**src/rtl/irq_agg_pkg.sv**
```systemverilog
package irq_agg_pkg;

  localparam int WORD_W     = 32;
  localparam int ERR_COUNT  = 9;

  // register byte offsets
  localparam int OFS_CTRL   = 'h00;
  localparam int OFS_MASK1  = 'h04;
  localparam int OFS_STAT1  = 'h08;
  localparam int OFS_IN2    = 'h10;
  localparam int OFS_MASK2  = 'h14;
  localparam int OFS_STAT2  = 'h18;
  localparam int OFS_POL2   = 'h1C;
  localparam int OFS_ROUTE0 = 'h20;

  // control register fields
  localparam int CTRL_EN_BIT = 31;
  localparam logic [WORD_W-1:0] CTRL_KEEP = 32'hC300_0000;

  // position of the first-stage summary in the second-stage input
  localparam int SUMMARY_BIT = 11;

  // status bit fed by error input e
  function automatic int err_bit(input int e);
    return (e == ERR_COUNT - 1) ? 10 : e;
  endfunction

endpackage

```
**src/rtl/irq_stage1_latch.sv**
```systemverilog
module irq_stage1_latch
  import irq_agg_pkg::*;
#(
  parameter int DW        = 32,
  parameter int NUM_LINES = 17,
  parameter int NUM_ERR   = ERR_COUNT
) (
  input  logic                 clk,
  input  logic                 rst,
  input  logic [NUM_LINES-1:0] line_i,
  input  logic [NUM_ERR-1:0]   err_i,
  input  logic                 enable_i,
  input  logic [DW-1:0]        mask_i,
  input  logic                 clr_en_i,
  input  logic [DW-1:0]        clr_data_i,
  output logic [DW-1:0]        status_o,
  output logic                 summary_o
);

  logic [DW-1:0] status_q;
  logic [DW-1:0] set_vec;
  logic [DW-1:0] clr_vec;

  always_comb begin
    set_vec = '0;
    for (int n = 0; n < NUM_LINES; n++) begin
      set_vec[DW-1-n] = line_i[n];
    end
    for (int e = 0; e < NUM_ERR; e++) begin
      set_vec[err_bit(e)] = set_vec[err_bit(e)] | err_i[e];
    end
  end

  assign clr_vec = clr_en_i ? clr_data_i : '0;

  // set takes priority over a same-cycle software clear
  always_ff @(posedge clk) begin
    if (rst) status_q <= '0;
    else     status_q <= (status_q & ~clr_vec) | set_vec;
  end

  assign status_o  = status_q;
  assign summary_o = enable_i && ((status_q & mask_i) != '0);

  generate
    for (genvar n = 0; n < NUM_LINES; n++) begin : g_line_chk
      assert_line_latch_R1: assert property (@(posedge clk) disable iff (rst)
        line_i[n] |=> status_q[DW-1-n])
        else $error("line %0d not latched", n);
    end
    for (genvar e = 0; e < NUM_ERR; e++) begin : g_err_chk
      assert_err_map_R2: assert property (@(posedge clk) disable iff (rst)
        err_i[e] |=> status_q[err_bit(e)])
        else $error("error input %0d not latched", e);
    end
  endgenerate

  assert_no_self_clear_R3: assert property (@(posedge clk) disable iff (rst)
    !clr_en_i |=> ((status_q & $past(status_q)) == $past(status_q)))
    else $error("status bit dropped without a clear");

endmodule

```
**src/rtl/irq_stage2_sticky.sv**
```systemverilog
module irq_stage2_sticky
  import irq_agg_pkg::*;
#(
  parameter int DW      = 32,
  parameter int SUM_BIT = SUMMARY_BIT
) (
  input  logic          clk,
  input  logic          rst,
  input  logic          summary_i,
  input  logic [DW-1:0] mask_i,
  input  logic          clr_en_i,
  input  logic [DW-1:0] clr_data_i,
  output logic [DW-1:0] input_o,
  output logic [DW-1:0] status_o,
  output logic          irq_o
);

  logic [DW-1:0] status_q;
  logic [DW-1:0] status_d;
  logic          irq_q;

  always_comb begin
    input_o          = '0;
    input_o[SUM_BIT] = summary_i;
  end

  always_comb begin
    status_d = status_q;
    if (clr_en_i) status_d = status_d & ~clr_data_i;
    status_d = status_d | (input_o & mask_i);
  end

  always_ff @(posedge clk) begin
    if (rst) begin
      status_q <= '0;
      irq_q    <= 1'b0;
    end else begin
      status_q <= status_d;
      irq_q    <= (status_d != '0);
    end
  end

  assign status_o = status_q;
  assign irq_o    = irq_q;

  assert_sticky_set_R6: assert property (@(posedge clk) disable iff (rst)
    (summary_i && mask_i[SUM_BIT]) |=> status_q[SUM_BIT])
    else $error("live masked summary not latched");

  assert_sticky_hold_R6: assert property (@(posedge clk) disable iff (rst)
    (status_q[SUM_BIT] && !clr_en_i) |=> status_q[SUM_BIT])
    else $error("sticky bit dropped without a clear");

endmodule

```
**src/rtl/irq_agg_regs.sv**
```systemverilog
module irq_agg_regs
  import irq_agg_pkg::*;
#(
  parameter int DW        = 32,
  parameter int ADDR_W    = 8,
  parameter int NUM_ROUTE = 2
) (
  input  logic              clk,
  input  logic              rst,
  input  logic              wr_i,
  input  logic              rd_i,
  input  logic [ADDR_W-1:0] addr_i,
  input  logic [DW-1:0]     wdata_i,
  input  logic [DW-1:0]     status1_i,
  input  logic [DW-1:0]     input2_i,
  input  logic [DW-1:0]     status2_i,
  output logic [DW-1:0]     rdata_o,
  output logic              enable_o,
  output logic [DW-1:0]     mask1_o,
  output logic [DW-1:0]     mask2_o,
  output logic              clr1_o,
  output logic              clr2_o
);

  localparam logic [DW-1:0] CTRL_MASK = DW'(CTRL_KEEP);

  logic [DW-1:0] ctrl_q, mask1_q, mask2_q, pol_q;
  logic [DW-1:0] route_q [NUM_ROUTE];
  logic [DW-1:0] rd_mux;
  logic          rd_hit;

  function automatic logic at(input logic [ADDR_W-1:0] a, input int ofs);
    return a == ADDR_W'(ofs);
  endfunction

  always_ff @(posedge clk) begin
    if (rst) begin
      ctrl_q  <= '0;
      mask1_q <= '0;
      mask2_q <= '0;
      pol_q   <= '0;
    end else if (wr_i) begin
      if (at(addr_i, OFS_CTRL))  ctrl_q  <= wdata_i & CTRL_MASK;
      if (at(addr_i, OFS_MASK1)) mask1_q <= wdata_i;
      if (at(addr_i, OFS_MASK2)) mask2_q <= wdata_i;
      if (at(addr_i, OFS_POL2))  pol_q   <= wdata_i;
    end
  end

  generate
    for (genvar r = 0; r < NUM_ROUTE; r++) begin : g_route
      always_ff @(posedge clk) begin
        if (rst) route_q[r] <= '0;
        else if (wr_i && at(addr_i, OFS_ROUTE0 + 4 * r)) route_q[r] <= wdata_i;
      end
    end
  endgenerate

  assign clr1_o = wr_i && at(addr_i, OFS_STAT1);
  assign clr2_o = wr_i && at(addr_i, OFS_STAT2);

  always_comb begin
    rd_mux = '1;
    rd_hit = 1'b0;
    if (at(addr_i, OFS_CTRL))  begin rd_mux = ctrl_q;    rd_hit = 1'b1; end
    if (at(addr_i, OFS_MASK1)) begin rd_mux = mask1_q;   rd_hit = 1'b1; end
    if (at(addr_i, OFS_STAT1)) begin rd_mux = status1_i; rd_hit = 1'b1; end
    if (at(addr_i, OFS_IN2))   begin rd_mux = input2_i;  rd_hit = 1'b1; end
    if (at(addr_i, OFS_MASK2)) begin rd_mux = mask2_q;   rd_hit = 1'b1; end
    if (at(addr_i, OFS_STAT2)) begin rd_mux = status2_i; rd_hit = 1'b1; end
    if (at(addr_i, OFS_POL2))  begin rd_mux = pol_q;     rd_hit = 1'b1; end
    for (int r = 0; r < NUM_ROUTE; r++) begin
      if (at(addr_i, OFS_ROUTE0 + 4 * r)) begin
        rd_mux = route_q[r];
        rd_hit = 1'b1;
      end
    end
  end

  always_ff @(posedge clk) begin
    if (rst)       rdata_o <= '0;
    else if (rd_i) rdata_o <= rd_mux;
  end

  assign enable_o = ctrl_q[CTRL_EN_BIT];
  assign mask1_o  = mask1_q;
  assign mask2_o  = mask2_q;

  assert_unmapped_ones_R10: assert property (@(posedge clk) disable iff (rst)
    (rd_i && !rd_hit) |=> (rdata_o == '1))
    else $error("unmapped read did not return all ones");

  assert_rdata_hold_R11: assert property (@(posedge clk) disable iff (rst)
    !rd_i |=> $stable(rdata_o))
    else $error("read data changed without a read");

endmodule

```
**src/rtl/irq_aggregator.sv**
```systemverilog
module irq_aggregator
  import irq_agg_pkg::*;
#(
  parameter int DW        = WORD_W,
  parameter int ADDR_W    = 8,
  parameter int NUM_LINES = 17,
  parameter int NUM_ERR   = ERR_COUNT,
  parameter int NUM_ROUTE = 2
) (
  input  logic                 clk,
  input  logic                 rst,
  input  logic [NUM_LINES-1:0] periph_irq_i,
  input  logic [NUM_ERR-1:0]   bus_err_i,
  input  logic                 reg_wr_i,
  input  logic                 reg_rd_i,
  input  logic [ADDR_W-1:0]    reg_addr_i,
  input  logic [DW-1:0]        reg_wdata_i,
  output logic [DW-1:0]        reg_rdata_o,
  output logic                 irq_o
);

  logic          enable;
  logic [DW-1:0] mask1, mask2, status1, status2, input2;
  logic          clr1, clr2, summary;

  irq_agg_regs #(.DW(DW), .ADDR_W(ADDR_W), .NUM_ROUTE(NUM_ROUTE)) u_regs (
    .clk       (clk),
    .rst       (rst),
    .wr_i      (reg_wr_i),
    .rd_i      (reg_rd_i),
    .addr_i    (reg_addr_i),
    .wdata_i   (reg_wdata_i),
    .status1_i (status1),
    .input2_i  (input2),
    .status2_i (status2),
    .rdata_o   (reg_rdata_o),
    .enable_o  (enable),
    .mask1_o   (mask1),
    .mask2_o   (mask2),
    .clr1_o    (clr1),
    .clr2_o    (clr2)
  );

  irq_stage1_latch #(.DW(DW), .NUM_LINES(NUM_LINES), .NUM_ERR(NUM_ERR)) u_stage1 (
    .clk        (clk),
    .rst        (rst),
    .line_i     (periph_irq_i),
    .err_i      (bus_err_i),
    .enable_i   (enable),
    .mask_i     (mask1),
    .clr_en_i   (clr1),
    .clr_data_i (reg_wdata_i),
    .status_o   (status1),
    .summary_o  (summary)
  );

  irq_stage2_sticky #(.DW(DW), .SUM_BIT(SUMMARY_BIT)) u_stage2 (
    .clk        (clk),
    .rst        (rst),
    .summary_i  (summary),
    .mask_i     (mask2),
    .clr_en_i   (clr2),
    .clr_data_i (reg_wdata_i),
    .input_o    (input2),
    .status_o   (status2),
    .irq_o      (irq_o)
  );

  assert_irq_follows_R7: assert property (@(posedge clk) disable iff (rst)
    irq_o == (status2 != '0))
    else $error("irq_o disagrees with second-stage status");

  assert_summary_gate_R4: assert property (@(posedge clk) disable iff (rst)
    !enable |-> (input2 == '0))
    else $error("summary active while disabled");

endmodule

```
**config.mk**
```make
export PLATFORM = sky130hd
export DESIGN_NAME = irq_aggregator
export DESIGN_NICKNAME = d
export VERILOG_FILES = /design/src/rtl/irq_agg_pkg.sv /design/src/rtl/irq_stage1_latch.sv /design/src/rtl/irq_stage2_sticky.sv /design/src/rtl/irq_agg_regs.sv /design/src/rtl/irq_aggregator.sv
export SDC_FILE = /design/constraint.sdc
export NUM_CORES = 1
export LEC_CHECK = 0
export BUFFER_PORTS_ARGS = -buffer_cell sky130_fd_sc_hd__buf_4
export CAP_MARGIN = 20
export CORE_MARGIN = 2
export CORE_UTILIZATION = 30
export CTS_BUF_LIST = sky130_fd_sc_hd__clkbuf_4
export CTS_CLUSTER_SIZE = 10
export DETAILED_ROUTE_END_ITERATION = 10
export PLACE_DENSITY = 0.47
export SYNTH_ARGS = -nofsm -noshare
export SYNTH_HDL_FRONTEND = slang
export SYNTH_HIERARCHICAL = 1
export SYNTH_SLANG_ARGS = --single-unit
```
**constraint.sdc**
```tcl
create_clock -name clk -period 8.8 [get_ports clk]
set_clock_uncertainty 0.05 [all_clocks]
set_input_delay 1.76 -clock clk [delete_from_list [all_inputs] [get_ports clk]]
set_output_delay 1.76 -clock clk [all_outputs]
set_load 0.005 [all_outputs]
```
---- Yosys cells after proc, flatten, opt, wreduce, memory -nomap -nowiden ----
Memory sizes are Yosys's and may differ from the RTL's.
Index checks and enable logic that the tools add are counted.
word-level totals
  register bits ........................... 197
  bits in writable memories ............... 64
  input port bits ......................... 70
  output and inout port bits .............. 33
  logic and storage cells ................. 60
  memories kept ........................... 1
memory list
  name            words  bits a word  rd ports  clocked after memory_dff  write ports  line                RTL
  u_regs.route_q  2      32           2         0                         2            irq_agg_regs.sv:28  logic [DW-1:0] route_q [NUM_ROUTE];
operators by class
  equality and inequality tests ........... 8
  mux-type cells .......................... 21
  bitwise gates (word level) .............. 10
  reduce and logical (&&, ||, !) cells .... 12
operators by type and width
  cell                                            count
  two-way mux 32 bit                              13
  AND 32 bit                                      3
  NOT 32 bit                                      2
  OR 32 bit                                       2
  nonzero test 32 bit                             2
  AND 12 x 32 -> 32 bit                           1
  == test 8 x 5 -> 1 bit (second input constant)  4
  == test 8 x 6 -> 1 bit (second input constant)  2
  == test 8 x 3 -> 1 bit (second input constant)  1
  == test 8 x 4 -> 1 bit (second input constant)  1
  zero test 8 bit                                 1
  two-way mux 1 bit                               8
  AND reduction 2 bit                             4
  logical AND 1 bit                               5
  OR 1 bit                                        2

---- Longest topological paths before layout ----
  word-level depth ........................ 10
  gate-level depth with buffers ........... 12
  depth with buffers taken out ............ 8

---- Hierarchy ----
The synthesis kept the hierarchy.
by module, submodules not included
  module             instances  cells each  area an instance (um2)
  irq_agg_regs       1          1083        9504.1
  irq_stage2_sticky  1          176         1527.7
  irq_stage1_latch   1          149         1221.2

---- Worst setup path before layout ----
No wires, ideal clock.
  path kind ............................... in2reg
  start point ............................. input reg_addr_i[7]
  end point ............................... memory u_regs.route_q[1][0] (enable)
  arrival time ............................ 4.205 ns
  required time ........................... 8.322 ns
  path slack .............................. 4.117 ns
  cell stages on the path ................. 4
  cells stage by stage .................... or4b_1 > clkbuf_1 > clkbuf_1 > o21bai_1
RTL lines
  item             line                  RTL
  start, declared  irq_aggregator.sv:16  input logic [ADDR_W-1:0] reg_addr_i,
  end, declared    irq_agg_regs.sv:28

---- Final worst setup path ----
  start point ............................. input reg_addr_i[2]
  end point ............................... register u_stage2.irq_q, in the netlist u_stage2/irq_o
on the way
  longest elaborated chain between the ends .. 5
ends and longest elaborated chain
  item                    line                     RTL
  == test 8 x 5 -> 1 bit  irq_agg_regs.sv:33       return a == ADDR_W'(ofs);
  logical AND 1 bit       irq_agg_regs.sv:60       assign clr2_o = wr_i && at(addr_i, OFS_STAT2);
  net clr2                irq_aggregator.sv:24     logic clr1, clr2, summary;
  two-way mux 32 bit      irq_stage2_sticky.sv:29  if (clr_en_i) status_d = status_d & ~clr_data_i;
  OR 32 bit               irq_stage2_sticky.sv:30  status_d = status_d | (input_o & mask_i);
  nonzero test 32 bit     irq_stage2_sticky.sv:39  irq_q <= (status_d != '0);
  end signal, assigned    irq_stage2_sticky.sv:39
  end, declared           irq_stage2_sticky.sv:20  logic irq_q;
The timed path passes the listed nets, and every way through them passes these cells.
A chain may end at the register's enable or synchronous reset.

==> results.md <==
- After the last flow step, the layout net total stands at 1564.
- The count of cell types in the netlist is 51.
- The total number of H-tree levels is 3.
- Entering global routing, the biggest net connects 87 pins.
- The part of the Yosys area used for sequential elements is 0.479.
- Averaged over all synthesized cells, the footprint is 8.70 sq um.
- The via count is 10.8k.
- The initial antenna violation count is 2.
- Power spread over the standard cell area amounts to 186 nW/um^2.
- The maximum fanout along the worst path is 78.
- The type of destination of the critical path is a flop.
- The clock network fraction of total power is 0.433.
- The TritonCTS sink count is 261.
- The placed wire-length estimate is 29400 um.
- The first routing iteration left 1059 violations.
- At the pin with the least slew margin, the transition time is 1110 ps.
- Dividing the detail-routed wire length by the instance count gives 21.6 um.
- The setup fix buffers added after clock tree synthesis is 0.
- Traced cell by cell, the critical path runs through buf_4, buf_4, nand2b_1, nor3_2, buf_4, nand2_1, a22o_1, nor4_1, and3_1, a41oi_1.
- The required time at the endpoint of the critical path is 9290 ps.
- In this run the cell area of the synthesized design comes to 12300 sq um.
- The critical path is of the input pin to flop type.
- Counting both buffers and inverters, the worst setup path holds a total of 3.
- The number of synthesized flops with an enable pin is 64.
- The overall track demand over capacity in global routing is 0.210.
- The sequential power share is 0.483.
- Setup repair after global routing left no endpoint under its margin.
- Of the total power, the share spent switching nets is 0.259.
- After detailed routing, the number of remaining DRC violations is 0.
- In this run the tool buffered the top-level ports with 102 buffer cells.
- Summed over all failing endpoints, the final setup total negative slack is 0 ps.
- The fraction of registers with async set or reset after synthesis is 0.
- Dividing the final minimum period by the clock period gives 0.462.
- In the post-synthesis netlist, the biggest area contributors are sky130_fd_sc_hd__dfxtp_1 (32%), sky130_fd_sc_hd__edfxtp_1 (16%), sky130_fd_sc_hd__nand2_1 (8.7%), sky130_fd_sc_hd__a21oi_1 (5.3%), sky130_fd_sc_hd__mux2_2 (4.0%).
- In this run the remaining antenna-violating nets after routing total 0.
- The standby leakage power is 0.00509 uW.
- The area fraction of the dominant cell type after synthesis is 0.322.
- The data arrival time of the worst path is 4560 ps.
- The largest individual stage delay along the critical path comes from the cell sky130_fd_sc_hd__buf_4.
- The kind of cell with the highest combined delay on the critical path is buffers and inverters.
- For this run, the slowest stage of the critical path takes 520 ps.
- The core area is 40600 sq um.
- Dividing the detail-routed via count by the number of cells gives 5.20.
- The starting density of the core is 0.302.
- Subtracting the final worst setup slack from the clock period gives 4060 ps.
- The final-report hold violation count is 0.
- The final hold slack is 404 ps.
- The floorplan row count is 74.
- The layout cell share with drive strength beyond 1 is 0.199.
- The path class of the tightest hold or removal check is flop to flop.
- After clock tree synthesis, the clock-pin slew on the worst setup and hold paths is 60 ps.
- The worst-case vdd ir drop is 0.103 mV.
- The relative area change from synthesis to final layout is 17.0%.
- The kind of launch point of the worst setup path is an input pin.
- The total count of max-transition violations in the final report is 0.
- Synthesis produced a netlist whose cell count is 1408.
- The final core area utilization is 0.354.
- The switching power total is 690 uW.
- The routed design has 44900 um of wire.
- The most frequently used flop master after synthesis is sky130_fd_sc_hd__dfxtp_1.
- The dominant cell type by area after synthesis is sky130_fd_sc_hd__dfxtp_1.
- The quantity of hold-fixing buffers added after cts is 0.
- Counting along the longest clock path gives a buffer depth of 3.
- After detailed placement, the design holds a cell count of 1948.
- For this run, the detailed router's first-pass iteration total came to 8.
- The worst slew margin relative to its limit is 0.259.
- The width of the chip is 206 um.
- The flow ran to the end, and the final reports show no timing, DRC or antenna violations.
- The number of gates resized after CTS was 0.
- The most frequent cell on the critical path is sky130_fd_sc_hd__buf_4.
- The internal power component is 1980 uW.
- Synthesis inferred 261 register bits.
- For this run the aggregate overflow at the end of global routing stands at 0.
- The maximum clock frequency is 246 MHz.
- The root buffer selected by CTS is sky130_fd_sc_hd__clkbuf_4.
- The count of final setup violators is 0.
- Across the run, the number of max-cap violations was 0.
- The placer's final routability congestion estimate is 0.834.
- The first global-routing pass estimated 65900 um of wire.
- The total of warnings raised by yosys is 6.
- The share of total power dissipated in combinational logic is 0.084.
- The vertical die dimension is 206 um.
- The via count of the first global-routing pass came to 10.4k.
- The floorplan step defined a die boundary enclosing 42500 sq um.
- For the worst-skew pair, the clock arrives at the later sink with an insertion delay of 700 ps.
- The finished layout holds 2081 standard cells, fillers aside.
- 103 I/O pins were placed.
- TritonCTS built the clock tree.
- Buffers inserted during clock tree synthesis total 76.
==> kinds of logic (layout without fill, tap and decap cells) <==
family / count (synthesis) / in the layout / share of synthesized area
and+or+nand+nor: 500 / 500 / 0.192
AOI/OAI and AO/OA: 392 / 392 / 0.198
DFF: 261 / 261 / 0.479
buffers and inverters: 184 / 294 / 0.0692
muxes: 70 / 70 / 0.0616
other: 1 / 32 / 0.000306
==> stage by stage <==
| stage | instance area [sq um] | worst slack, ps | power, uW |
|---|---|---|---|
| CTS | 14300 | 4810 | 2710 |
| global placement | 13300 | 4050 | 1540 |
| floorplan | 12400 | 4120 | 1420 |
| detailed placement | 13400 | 4060 | 1540 |
| global route | 14300 | 4620 | 2800 |
| finish | 14300 | 4740 | 2670 |
==> worst min-delay path, delay by kind of cell (launching register included) <==
| kind | cells | cell delay [ps] |
|---|---|---|
| DFF | 1 | 310 |
| and+or+nand+nor | 1 | 50 |
| AOI/OAI and AO/OA | 1 | 50 |
==> power groups by stage <==
stage	Combinational [uW]	Sequential (uW)	Clock, uW
after floorplan	116	1300	0
after global routing	242	1290	1260
after global placement	221	1310	0
after detailed placement	224	1310	0
final	224	1290	1160
after CTS	224	1290	1200
==> layout by cell type (no fill, tap or decap), types with 38 or more instances in the layout <==
cell / instances
sky130_fd_sc_hd__a21oi_1: 130
sky130_fd_sc_hd__edfxtp_1: 64
sky130_fd_sc_hd__clkbuf_4: 117
sky130_fd_sc_hd__mux2_2: 43
sky130_fd_sc_hd__dfxtp_1: 197
sky130_fd_sc_hd__o21ai_0: 90
sky130_fd_sc_hd__and2_1: 65
sky130_fd_sc_hd__nand2_1: 283
sky130_fd_sc_hd__inv_1: 38
sky130_fd_sc_hd__buf_4: 121
==> routing by layer <==
layer  track usage  wire [um]  vias up
li1              -          -     5177
met5             0          0        -
met4        0.0765       1080        0
met2         0.321      20100      392
met1         0.288      20300     5190
met3        0.0482       3430       61
==> Yosys cell counts, drive strengths merged (3+ instances only) <==
library cell / n
o2111ai: 3
mux2: 43
dfxtp: 197
a221o: 4
nand4: 34
a222oi: 13
a22oi: 30
o21bai: 10
buf: 65
nor2b: 5
clkbuf: 81
o31ai: 6
mux2i: 27
a21oi: 130
nor2: 40
nand2: 283
o22ai: 29
edfxtp: 64
o21ai: 98
nand3: 24
or4b: 3
nor4: 9
a211oi: 35
inv: 38
and2: 65
nor3: 10
and3: 7
nand2b: 10
o221ai: 28
==> sequential cells by signal, indices dropped and copies added (netlist names) <==
signal             cells
u_stage2/status_o     32
u_regs/mask2_o        32
u_regs/mask1_o        32
u_regs/pol_q          32
u_regs/route_q        64
u_stage1/status_o     32
u_stage2/irq_o         1
u_regs/ctrl_q          4
u_regs/rdata_o        32
==> cell type report <==
type | instances | area [sq um]
fill | 4295 | 26200
sequential | 261 | 5870
multi-input combinational | 993 | 5730
timing repair buffer | 124 | 967
clock buffer | 117 | 878
tap | 532 | 666
inverter | 38 | 143
clock inverter | 15 | 87.6
antenna | 1 | 2.50
==> worst paths after layout <==
kind,startpoint,to,slack (ps),cells past startpoint
max,reg_addr_i[2],u_stage2/irq_o$_SDFF_PP0_,4740,10
min,u_regs/rdata_o[21]$_SDFFE_PP0P_,u_regs/rdata_o[21]$_SDFFE_PP0P_,400,2
max reg2reg,u_regs/mask1_o[16]$_SDFFE_PP0P_,u_regs/rdata_o[11]$_SDFFE_PP0P_,6450,7
min reg2reg,u_regs/rdata_o[21]$_SDFFE_PP0P_,u_regs/rdata_o[21]$_SDFFE_PP0P_,400,2
Power figures use the tool's default switching activity.
